$ cat config.mk
export PLATFORM = sky130hd
export DESIGN_NAME = dual_interval_timer
export DESIGN_NICKNAME = d
export VERILOG_FILES = /design/src/rtl/dual_interval_timer.sv
export SDC_FILE = /design/constraint.sdc
export NUM_CORES = 1
export LEC_CHECK = 0
export ABC_AREA = 1
export BUFFER_PORTS_ARGS = -buffer_cell sky130_fd_sc_hd__buf_2
export CAP_MARGIN = 20
export CORE_ASPECT_RATIO = 0.7
export CORE_MARGIN = 1
export CORE_UTILIZATION = 35
export CTS_BUF_LIST = sky130_fd_sc_hd__clkbuf_8
export DETAILED_ROUTE_END_ITERATION = 12
export MAX_ROUTING_LAYER = met4
export PLACE_DENSITY = 0.53
export SYNTH_ARGS = -nofsm -noshare
export SYNTH_HDL_FRONTEND = slang
export SYNTH_SLANG_ARGS = --single-unit
$ cat constraint.sdc
create_clock -name clk -period 2.9 [get_ports clk]
set_clock_uncertainty 0.1 [all_clocks]
set_input_delay 0.145 -clock clk [delete_from_list [all_inputs] [get_ports clk]]
set_output_delay 0.145 -clock clk [all_outputs]
set_load 0.05 [all_outputs]
$ cat src/rtl/dual_interval_timer.sv
module dual_interval_timer #(
  parameter int W        = 32,
  parameter int AW       = 2,
  parameter int A_STEP   = 2,
  parameter int B_STEP   = 5,
  parameter int GATE_BIT = 1
) (
  input  logic          clk,
  input  logic          rst_n,
  input  logic          tick,
  input  logic          reg_en,
  input  logic          reg_we,
  input  logic [AW-1:0] reg_addr,
  input  logic [W-1:0]  reg_wdata,
  output logic [W-1:0]  reg_rdata,
  input  logic          ack_b,
  output logic          irq_a,
  output logic          irq_b
);
  localparam logic [AW-1:0] ADR_RELOAD = AW'(0);
  localparam logic [AW-1:0] ADR_STATUS = AW'(1);
  localparam logic [AW-1:0] ADR_MASK   = AW'(2);
  localparam logic [AW-1:0] ADR_PERIOD = AW'(3);
  localparam logic signed [W-1:0] STEP_A = W'(A_STEP);
  localparam logic signed [W-1:0] STEP_B = W'(B_STEP);

  logic signed [W-1:0] reload_q, cnt_a_q, period_q, cnt_b_q;
  logic        [W-1:0] mask_q;
  logic                pend_a_q, pend_b_q;

  wire wr_reload = reg_en && reg_we && reg_addr == ADR_RELOAD;
  wire acc_stat  = reg_en && reg_addr == ADR_STATUS;
  wire wr_mask   = reg_en && reg_we && reg_addr == ADR_MASK;
  wire wr_period = reg_en && reg_we && reg_addr == ADR_PERIOD;

  wire run_a = tick && reload_q > 0 && cnt_a_q > 0 && mask_q[GATE_BIT];
  wire signed [W-1:0] dec_a = cnt_a_q - STEP_A;
  wire run_b = tick && period_q != '0;
  wire signed [W-1:0] dec_b = cnt_b_q - STEP_B;
  wire wrap_b = run_b && dec_b < 1;

  always_ff @(posedge clk) begin
    if (!rst_n) begin
      reload_q <= '0;
      cnt_a_q  <= '0;
      pend_a_q <= 1'b0;
      mask_q   <= '0;
    end else begin
      if (wr_reload) begin
        reload_q <= reg_wdata;
        cnt_a_q  <= reg_wdata;
      end else if (acc_stat) begin
        cnt_a_q  <= reload_q;
        pend_a_q <= 1'b0;
      end else if (run_a) begin
        cnt_a_q <= dec_a;
        if (dec_a <= 0) pend_a_q <= 1'b1;
      end
      if (wr_mask) mask_q <= reg_wdata;
    end
  end

  always_ff @(posedge clk) begin
    if (!rst_n) begin
      period_q <= '0;
      cnt_b_q  <= '0;
      pend_b_q <= 1'b0;
    end else begin
      if (wr_period) period_q <= reg_wdata;
      if (wrap_b) begin
        cnt_b_q  <= period_q;
        pend_b_q <= 1'b1;
      end else begin
        if (run_b) cnt_b_q <= dec_b;
        if (ack_b) pend_b_q <= 1'b0;
      end
    end
  end

  assign irq_a = pend_a_q && mask_q[GATE_BIT];
  assign irq_b = pend_b_q;

  always_comb begin
    case (reg_addr)
      ADR_RELOAD: reg_rdata = reload_q;
      ADR_STATUS: reg_rdata = cnt_a_q;
      ADR_MASK:   reg_rdata = mask_q;
      default:    reg_rdata = period_q;
    endcase
  end

  AST_STATUS_CLEARS: assert property (@(posedge clk) disable iff (!rst_n)
    acc_stat && !wr_reload |=> !pend_a_q && cnt_a_q == $past(reload_q));
  AST_A_STEP: assert property (@(posedge clk) disable iff (!rst_n)
    run_a && !reg_en |=> cnt_a_q == $past(cnt_a_q) - STEP_A);
  AST_A_HOLD: assert property (@(posedge clk) disable iff (!rst_n)
    !tick && !reg_en |=> $stable(cnt_a_q));
  AST_A_LATCH: assert property (@(posedge clk) disable iff (!rst_n)
    pend_a_q && !acc_stat |=> pend_a_q);
  AST_B_IDLE: assert property (@(posedge clk) disable iff (!rst_n)
    period_q == '0 && !wr_period |=> $stable(cnt_b_q));
  AST_B_ACK: assert property (@(posedge clk) disable iff (!rst_n)
    ack_b && !run_b |=> !pend_b_q);
  always_comb if (rst_n) AST_A_GATED: assert (!irq_a || mask_q[GATE_BIT]);
endmodule

==> flow_summary.toml, run 1 <==
[status]
outcome = "complete, no violations"

[worst_hold_path]
worstHoldEndpoint = "pend_a_q$_SDFFE_PN0P_"
min_path_cells = 4
min_path_type = "in -> reg"
worstHoldStart = "reg_en"

[global_routing]
antenna_found_initial = 0
grt_pass1_wl_mm = 54.1
grt_pass1_vias = 9419
grtUsageTotal_pct = 26.9
grt_max_degree = 130
grt-ovfl-total = 0

[timing]
worst_pin_slew_ns = 0.738
setup_violations = 0
max_freq_ghz = 0.375
finalHoldViolCount = 0
final.period_utilization_pct = 92.1
maxSlewHeadroom_pct = 50.5
finalSetupTns_ns = 0
rsz0062_at_grt = "false"
min_period_ns = 2.67
drv_slew = 0

[placed_design]
portBuffers = 73
routabilityCongestion = 0.946
dp_hpwl_mm = 25.9

[clock_network]
cts_buffer_depth = 2
clock-sinks = 162
cts_tree = "built"
clockRootBuffer = "clkbuf_8"
numCtsBuffers = 17
h-tree-depth = 4
clkSlewWorstSetupHoldPaths_ns = 0.09
worstSkewPairLatency_ns = 0.50

[power]
ir_drop_v = 0.000359
power.leakage_uw = 0.00484
pwr_density_cell_nw_per_um2 = 801

[synth]
ys_warn_count = 0
synth_seq_area_share_pct = 34.8
yosysUniqueCellTypes = 37
synth_area_per_cell_um2 = 6.27
synth_nets = 1530
ys_ff_latch = 162
synthCells = 1487
synth_area_um2 = 9320

[layout]
fin_nets = 1622
n_fill_cell = 2835
layout_commonest_cell = "nand2_1"
syn_to_final_growth_pct = 17.5
register_area_um2 = 3240
final_util_pct = 42.2
multi_input_area_um2 = 5120
drive_gt1_share_pct = 11.2
layout_common_cells = "330 x nand2_1, 241 x nor2_1, 173 x inv_1, 161 x dfxtp_1, 145 x o21ai_0"

[detailed_routing]
vias = 10245
dr.pass1.iters = 6
routed_wl_mm = 35.2
post-route-drc-count = 0
viasPerCell = 5.25
ant_nets = 0
drt_iter0_drc = 854
wl_per_cell_um = 18.1

[setup_path]
arrival_ns = 3.01
path_class = "reg -> reg"
r2r_end = "cnt_b_q[31]$_SDFFE_PN0P_"
start_kind = "flip-flop"
r2r_start = "cnt_b_q[0]$_SDFFE_PN0P_"
cp_max_fo = 14
r2r_setup_slack_ns = 0.23
worstPathRequired_ns = 3.24
crit_path_end_kind = "flip-flop"
worst_r2r_path_depth = 22

[floorplan]
rows = 49
boundaryPins = 74
die_width_um = 197
die_h_um = 139
fp.dieArea_um2 = 27300
coreArea_um2 = 25900
initial_core_util_pct = 35.9

[flow_run]
drv_cap = 0
stage by stage:
stage	power, µW	area [µm²]	hold WS [ns]	std cells	setup WS, ns
floorplan	5670	9320	0.180	1487	0.602
finish	8770	11000	0.0527	1950	0.230
global route	9460	11000	0.0993	1949	0.00720
CTS	8630	10900	0.0151	1947	0.106
detailed placement	6910	10200	0.329	1882	0.130
global placement	6910	10200	0.326	1882	0.196
cells by family (layout without fill, tap and decap cells):
| family | count (synthesis) | after routing | share of synthesized area, % |
|---|---|---|---|
| adders and majority gates | 3 | 3 | 0.403 |
| and+or+nand+nor | 700 | 700 | 30.6 |
| buffers and inverters | 252 | 357 | 10.7 |
| DFF | 162 | 162 | 34.8 |
| xor gates and xnor gates | 28 | 28 | 2.71 |
| other | 0 | 1 | 0 |
| AOI/OAI and AO/OA | 342 | 342 | 20.8 |
per-layer routing:
layer	up-vias	track usage, %	share of wire [%]
li1	5069	-	-
met1	4785	39.7	51
met2	359	36.7	40
met3	32	5.81	8.1
met4	0	6.08	1.5
met5	-	-	0
Yosys cell counts, drive strengths merged:
cell,n,area [µm²]
nand2,335,1260
nor3,3,15.0
inv,175,657
o21a,10,75.1
o21bai,1,7.51
nor2,256,986
nand3,64,320
ha,3,37.5
a221oi,19,166
a22oi,2,15.0
o21ai,148,741
o22ai,19,119
dfxtp,162,3240
and2,1,6.26
o221ai,1,8.76
xnor2,3,26.3
buf,14,101
a21oi,107,554
nand3b,3,22.5
nor4,13,81.3
nand4,24,150
and3,1,6.26
clkinv,3,11.3
o2111ai,13,114
a31oi,22,138
clkbuf,60,225
xor2,25,226
worst max-delay path by stage:
| stage | to | slack (ns) | from | cells after the start |
|---|---|---|---|---|
| final | cnt_b_q[31]$_SDFFE_PN0P_ | 0.23 | cnt_b_q[0]$_SDFFE_PN0P_ | 22 |
| after CTS | cnt_b_q[31]$_SDFFE_PN0P_ | 0.11 | cnt_b_q[1]$_SDFFE_PN0P_ | 20 |
| after global routing | cnt_b_q[9]$_SDFFE_PN0P_ | 0.007 | cnt_b_q[0]$_SDFFE_PN0P_ | 22 |
| after global placement | cnt_b_q[31]$_SDFFE_PN0P_ | 0.20 | cnt_b_q[1]$_SDFFE_PN0P_ | 20 |
| after detailed placement | cnt_b_q[31]$_SDFFE_PN0P_ | 0.13 | cnt_b_q[1]$_SDFFE_PN0P_ | 20 |
| after floorplan | cnt_b_q[27]$_SDFFE_PN0P_ | 0.60 | cnt_b_q[0]$_SDFFE_PN0P_ | 20 |
where the power goes:
group | total (µW) | internal, µW | switching (µW)
sequential | 2690 | 2440 | 249
combinational | 4410 | 1470 | 2940
clock | 1670 | 743 | 928
registers in the layout (all words and copies together), names as in the netlist:
signal,count
mask_q,32
irq_b,1
period_q,32
reload_q,32
pend_a_q,1
cnt_a_q,32
cnt_b_q,32
repair_timing:
action	4_1_cts	5_1_grt
resized for setup	0	13
buffers inserted	0	2
hold buffers	33	0
endpoints found under the hold margin	119	0
endpoints found under the setup margin	0	31
worst max-delay path, stage by stage, from the launching register on:
cell and delay [ns]:
dfxtp_1 0.35, inv_1 0.09, ha_2 0.18, inv_1 0.04, nand2_1 0.06, nand2_2 0.08, buf_4 0.17, inv_1 0.09
nand2_2 0.10, nand2_1 0.07, nand2_1 0.05, inv_1 0.07, nand2_1 0.05, nor2_1 0.09, nand2_1 0.07, nor2_2 0.17
nand3_1 0.13, nand2_2 0.14, nand2_2 0.09, inv_1 0.10, buf_12 0.16, nand2_1 0.06, a21oi_1 0.11
layout make-up:
type	count	area share [%]
well taps	357	4.08
multi-input cells	1073	46.8
repair buffers	147	9.87
flip-flops and latches	162	29.6
diodes	1	0.0228
inverters	178	6.10
clock inverters	12	1.01
clock buffers	20	2.51
Power figures use the tool's default switching activity.
==> run 2: changes to the inputs <==
- ABC_AREA: 1 -> unset
==> run 2 against run 1 <==
  * The flow now finishes with violations (negative setup slack)
  * Global-route usage rose by 0.71 points
  * Via count fell by 0.54%
  * Wire length rose by 3.5%
  * Register-to-register slack got worse by 0.54 ns
  * Sequential cell count did not move
  * Clock-buffer cell count did not move
  * Sequential share of layout area fell by 3.2 points
  * Die area fell by 0.72%
  * Sequential power fell by 2%
  * Combinational power rose by 33%
  * Highest routed layer unchanged
==> flow_summary.toml, run 2 <==
[timing]
min_period_ns = 3.21
finalSetupTns_ns = -7.42
max_freq_ghz = 0.311
drv_slew = 0
worst_pin_slew_ns = 0.757
setup_violations = 33
final.period_utilization_pct = 111
maxSlewHeadroom_pct = 49.6
rsz0062_at_grt = "true"
finalHoldViolCount = 0
layout_setup_ws_ns = -0.314

[clock_network]
worstSkewPairLatency_ns = 0.49
numCtsBuffers = 17
cts_tree = "built"
cts_buffer_depth = 2
h-tree-depth = 4
clkSlewWorstSetupHoldPaths_ns = 0.09
clock-sinks = 162
clockRootBuffer = "clkbuf_8"

[detailed_routing]
wl_per_cell_um = 20.9
vias = 10190
dr.pass1.iters = 7
met3WireLength_mm = 2.98
routed_wl_mm = 36.5
ant_nets = 0
viasPerCell = 5.82
drt_iter0_drc = 958
met1Wirelength_mm = 18.4
top_layer = "met4"
wl_met2_mm = 14.6
post-route-drc-count = 0

[synth]
synth_nets = 1230
synth-main-ff-cell = "dfxtp_1"
ys_warn_count = 0
yosysTopAreaCell = "dfxtp_1"
synth_seq_area_share_pct = 35.1
yosysMostFrequentCell = "nand2_1"
ys_ff_latch = 162
yosysUniqueCellTypes = 72
ys_top_cells_by_count = "259 x nand2_1, 162 x dfxtp_1, 124 x a21oi_1, 87 x clkbuf_1, 54 x nor2_1"
synth_edf_count = 0
synth_area_um2 = 9250
yosysTopAreaCellShare_pct = 35.1
synthArstFlopShare_pct = 0
synthCells = 1187
synth_area_per_cell_um2 = 7.79
synthTopCellsByArea = "dfxtp_1 35%, nand2_1 11%, mux4_2 7.8%"

[power]
combinationalPowerShare_pct = 55.2
seq_power_share_pct = 24.8
p_sw_uw = 4230
ir_drop_v = 0.000424
p_int_uw = 6380
power.total_uw = 10600
pwr_density_cell_nw_per_um2 = 863
pwr-share-clk_pct = 20.0
swShare_pct = 39.9
power.leakage_uw = 0.00465

[layout]
layout_common_cells = "259 x nand2_1, 160 x dfxtp_1, 156 x buf_4, 121 x a21oi_1, 74 x buf_2"
diodes = 0
fin_nets = 1423
syn_to_final_growth_pct = 32.9
layout_commonest_cell = "nand2_1"
drive_gt1_share_pct = 28.1

[floorplan]
die_width_um = 196
fp.dieArea_um2 = 27100
coreArea_um2 = 25800
initial_core_util_pct = 35.8
boundaryPins = 74
die_h_um = 138
rows = 49

[global_routing]
grtUsageTotal_pct = 27.6
antenna_found_initial = 0
grt_max_degree = 65
grt-ovfl-total = 0
grt_pass1_vias = 9364
grt_pass1_wl_mm = 55.8

[setup_path]
crit_path_end_kind = "flip-flop"
start_kind = "flip-flop"
path_class = "reg -> reg"
worstPathRequired_ns = 3.17
worst_path_largest_cell_delay_ns = 0.57
arrival_ns = 3.49
path_cells = "or4_4, or3_4, buf_4, nor2_4, buf_6, nand4b_1, a2111oi_1, and3_1, o32ai_1, a221o_1"
crit_slowest_cell = "or4_4"
cp_max_fo = 6

[placed_design]
routabilityCongestion = 0.915
dp_hpwl_mm = 25.8
portBuffers = 73
post-place-ws_ns = -0.583

[flow_run]
drv_cap = 0

[worst_hold_path]
min_path_type = "in -> reg"

[status]
outcome = "complete, but fails checks"
violations = "negative setup slack"
==> run 2: changes by cell type after synthesis, sizes merged, moves of 32 or more <==
| cell | before | now |
|---|---|---|
| nor2 | 256 | 55 |
| o21ai | 148 | 41 |
| mux4 | 0 | 32 |
| nor4 | 13 | 45 |
| inv | 175 | 10 |
| nand2 | 335 | 259 |
| nor3 | 3 | 38 |
==> run 2: timing repair <==
action	4_1_cts	5_1_grt
hold endpoints to repair	129	0
setup endpoints to repair	33	56
pin swaps	15	26
hold buffers	33	0
gates resized for setup	25	60
setup buffers	13	5
cloned	1	1
==> run 2: area by class of cell <==
type	instances	area, µm²
clock inverter	12	226
fill	2530	13500
inverter	10	40.0
clock buffer	20	275
timing repair buffer	281	2130
multi-input combinational	908	5930
tap	357	447
sequential	162	3250
==> run 2: power by group through the flow <==
stage	sequential, µW	combinational [µW]	clock, µW
after floorplan	2670	2770	0
after global placement	2660	4800	0
after detailed placement	2660	4780	0
after CTS	2620	5390	2130
after global routing	2650	6260	2250
final	2630	5860	2120
==> run 2: final timing paths <==
kind,slack (ns),cells past startpoint,endpoint,start
worst max register to register,-0.31,10,cnt_b_q[17]$_SDFFE_PN0P_,cnt_b_q[5]$_SDFFE_PN0P_
worst max-delay path,-0.31,10,cnt_b_q[17]$_SDFFE_PN0P_,cnt_b_q[5]$_SDFFE_PN0P_
worst min register to register,0.36,2,mask_q[5]$_SDFFE_PN0P_,mask_q[5]$_SDFFE_PN0P_
worst min-delay path,0.09,3,cnt_b_q[4]$_SDFFE_PN0P_,rst_n
==> run 2: logic make-up after synthesis <==
kind of cell | Yosys count | share of synthesized area [%]
fa+ha+maj | 3 | 0.406
buf+inv | 117 | 5.14
flops | 162 | 35.1
simple gates | 549 | 28.5
compound gates | 287 | 19.5
mux | 37 | 8.34
xor+xnor | 32 | 3.03
==> run 2: routing by layer <==
metal	vias to the layer above	global-route usage (%)
met5	-	-
met2	446	36.5
met1	4963	43.0
met4	0	5.51
met3	31	4.54
li1	4750	-
==> run 2: critical path, delay by kind of cell, from the launching register on <==
kind	cells	cell delay (ns)
and+or+nand+nor	5	1.49
AOI/OAI and AO/OA	3	0.90
DFF	1	0.33
buffers and inverters	2	0.27
==> run 2: through the flow <==
step	area, µm²	util, %	std cells	hold WS, ns
CTS	12000	46.3	1744	0.0485
detailed placement	10900	42.2	1665	0.311
global placement	10900	42.2	1665	0.311
finish	12300	47.6	1750	0.0865
global route	12300	47.6	1750	0.0877
floorplan	9300	-	1187	0.181
==> run 3: changes to the inputs <==
- REMOVE_ABC_BUFFERS: unset -> 1
==> run 3 against run 2 <==
  * Non-clock buffer count is 5 higher
  * First-iteration DRC count is 12% lower
  * Highest routed layer unchanged
  * Largest cell class unchanged
  * Wire length is 2.2% lower
  * Sequential cell count stayed put
  * Combinational power is 5.5% lower
  * Global-route usage is 0.12 points lower
  * The run still ends with negative setup slack left
==> flow_summary.toml, run 3 (same netlist as run 2, synthesis figures left out) <==
[clock_network]
cts_tree = "built"
cts_buffer_depth = 2
clkSlewWorstSetupHoldPaths_ns = 0.09
clock-sinks = 162
h-tree-depth = 4
clockRootBuffer = "clkbuf_8"
numCtsBuffers = 17
worstSkewPairLatency_ns = 0.48

[detailed_routing]
top_layer = "met4"
ant_nets = 0
met3WireLength_mm = 2.68
vias = 10074
post-route-drc-count = 0
wl_per_cell_um = 20.3
viasPerCell = 5.74
routed_wl_mm = 35.7
dr.pass1.iters = 5
drt_iter0_drc = 839
wl_met2_mm = 14.1
met1Wirelength_mm = 18.3

[power]
swShare_pct = 39.8
pwr-share-clk_pct = 20.1
seq_power_share_pct = 25.7
ir_drop_v = 0.000444
p_int_uw = 6150
combinationalPowerShare_pct = 54.2
p_sw_uw = 4070
power.leakage_uw = 0.00462
pwr_density_cell_nw_per_um2 = 844

[floorplan]
die_h_um = 138
boundaryPins = 74
rows = 49
fp.dieArea_um2 = 27100
die_width_um = 196
initial_core_util_pct = 35.8
coreArea_um2 = 25800

[setup_path]
crit_path_start = "cnt_b_q[3]$_SDFFE_PN0P_"
start_kind = "flip-flop"
cp_max_fo = 5
r2r_start = "cnt_b_q[3]$_SDFFE_PN0P_"
worstPathRequired_ns = 3.17
path_class = "reg -> reg"
arrival_ns = 3.49
crit_path_end_kind = "flip-flop"

[timing]
rsz0062_at_grt = "true"
maxSlewHeadroom_pct = 56.0
max_freq_ghz = 0.311
min_period_ns = 3.21
drv_slew = 0
finalHoldViolCount = 0
holdWs_ns = 0.0797
setup_violations = 33
final.period_utilization_pct = 111
layout_setup_ws_ns = -0.313
worst_pin_slew_ns = 0.654

[layout]
layout_commonest_cell = "nand2_1"
syn_to_final_growth_pct = 31.0
fin_nets = 1428
drive_gt1_share_pct = 26.7
layout_common_cells = "259 x nand2_1, 171 x buf_4, 160 x dfxtp_1, 123 x a21oi_1, 73 x buf_2"
stdcell_area_um2 = 12100
stdcell_count = 1755
final_util_pct = 47.0
diodes = 0

[placed_design]
dp_cells = 1685
portBuffers = 73
routabilityCongestion = 0.891
dp_hpwl_mm = 26.0
post_dp_cell_area_um2 = 11000
post-place-ws_ns = -0.479

[status]
outcome = "complete, but fails checks"
violations = "negative setup slack"

[global_routing]
grt-ovfl-total = 0
grt_pass1_wl_mm = 55.6
grt_max_degree = 51
grtUsageTotal_pct = 27.5
antenna_found_initial = 0
grt_pass1_vias = 9269

[flow_run]
drv_cap = 0

[worst_hold_path]
worstHoldStart = "rst_n"
min_path_type = "in -> reg"
-- run 3: cell types whose count changed in the layout (fill, tap and decap cells not counted), sizes merged --
cell      before  now
clkinv         3    2
buf          247  253
inv           11   13
clkbuf        21   18
clkinvlp       2    3
-- run 3: final timing paths --
check | to | slack (ns) | cells past startpoint
min | period_q[23]$_SDFFE_PN0P_ | 0.08 | 3
min reg2reg | mask_q[14]$_SDFFE_PN0P_ | 0.36 | 2
max | cnt_b_q[29]$_SDFFE_PN0P_ | -0.31 | 8
max reg2reg | cnt_b_q[29]$_SDFFE_PN0P_ | -0.31 | 8
-- run 3: through the flow --
| stage | TNS (ns) | power [µW] |
|---|---|---|
| after global routing | -10.41 | 10800 |
| after floorplan | -38.88 | 5160 |
| after global placement | -11.84 | 7650 |
| final | -6.67 | 10200 |
| after CTS | -5.89 | 9940 |
| after detailed placement | -13.39 | 7640 |
-- run 3: cell type report --
cell class	instances	area, µm²
clock inverter	14	236
inverter	10	40.0
timing repair buffer	286	2110
fill	2579	13700
clock buffer	18	248
tap	357	447
sequential	162	3250
multi-input combinational	908	5790
-- run 3: layer usage --
metal / vias to the layer above / global-route usage [%]
li1: 4775 / -
met1: 4879 / 42.6
met2: 389 / 35.5
met3: 31 / 5.34
met4: 0 / 6.37
met5: - / -
-- run 3: timing repair --
item                                    CTS  global route
endpoints found under the setup margin   51            64
gates cloned                              0             0
hold buffers                             33             0
resized for setup                        21            34
endpoints found under the hold margin   129             0
pin swaps                                 8            11
setup buffers                             0             5
-- run 3: power groups by stage --
| stage | Combinational (µW) | Clock [µW] | Sequential [µW] |
|---|---|---|---|
| floorplan | 2440 | 0 | 2720 |
| global placement | 4990 | 0 | 2660 |
| detailed placement | 4980 | 0 | 2660 |
| CTS | 5240 | 2090 | 2610 |
| global route | 5990 | 2190 | 2650 |
| finish | 5540 | 2060 | 2620 |
-- run 3: critical path, cell delays in order (launching register included) --
cell     delay (ns)
dfxtp_1        0.33
or4_4          0.57
or4_4          0.58
or3_4          0.38
a31oi_4        0.19
o22ai_4        0.11
a31oi_4        0.28
mux2_1         0.35
o221a_1        0.23
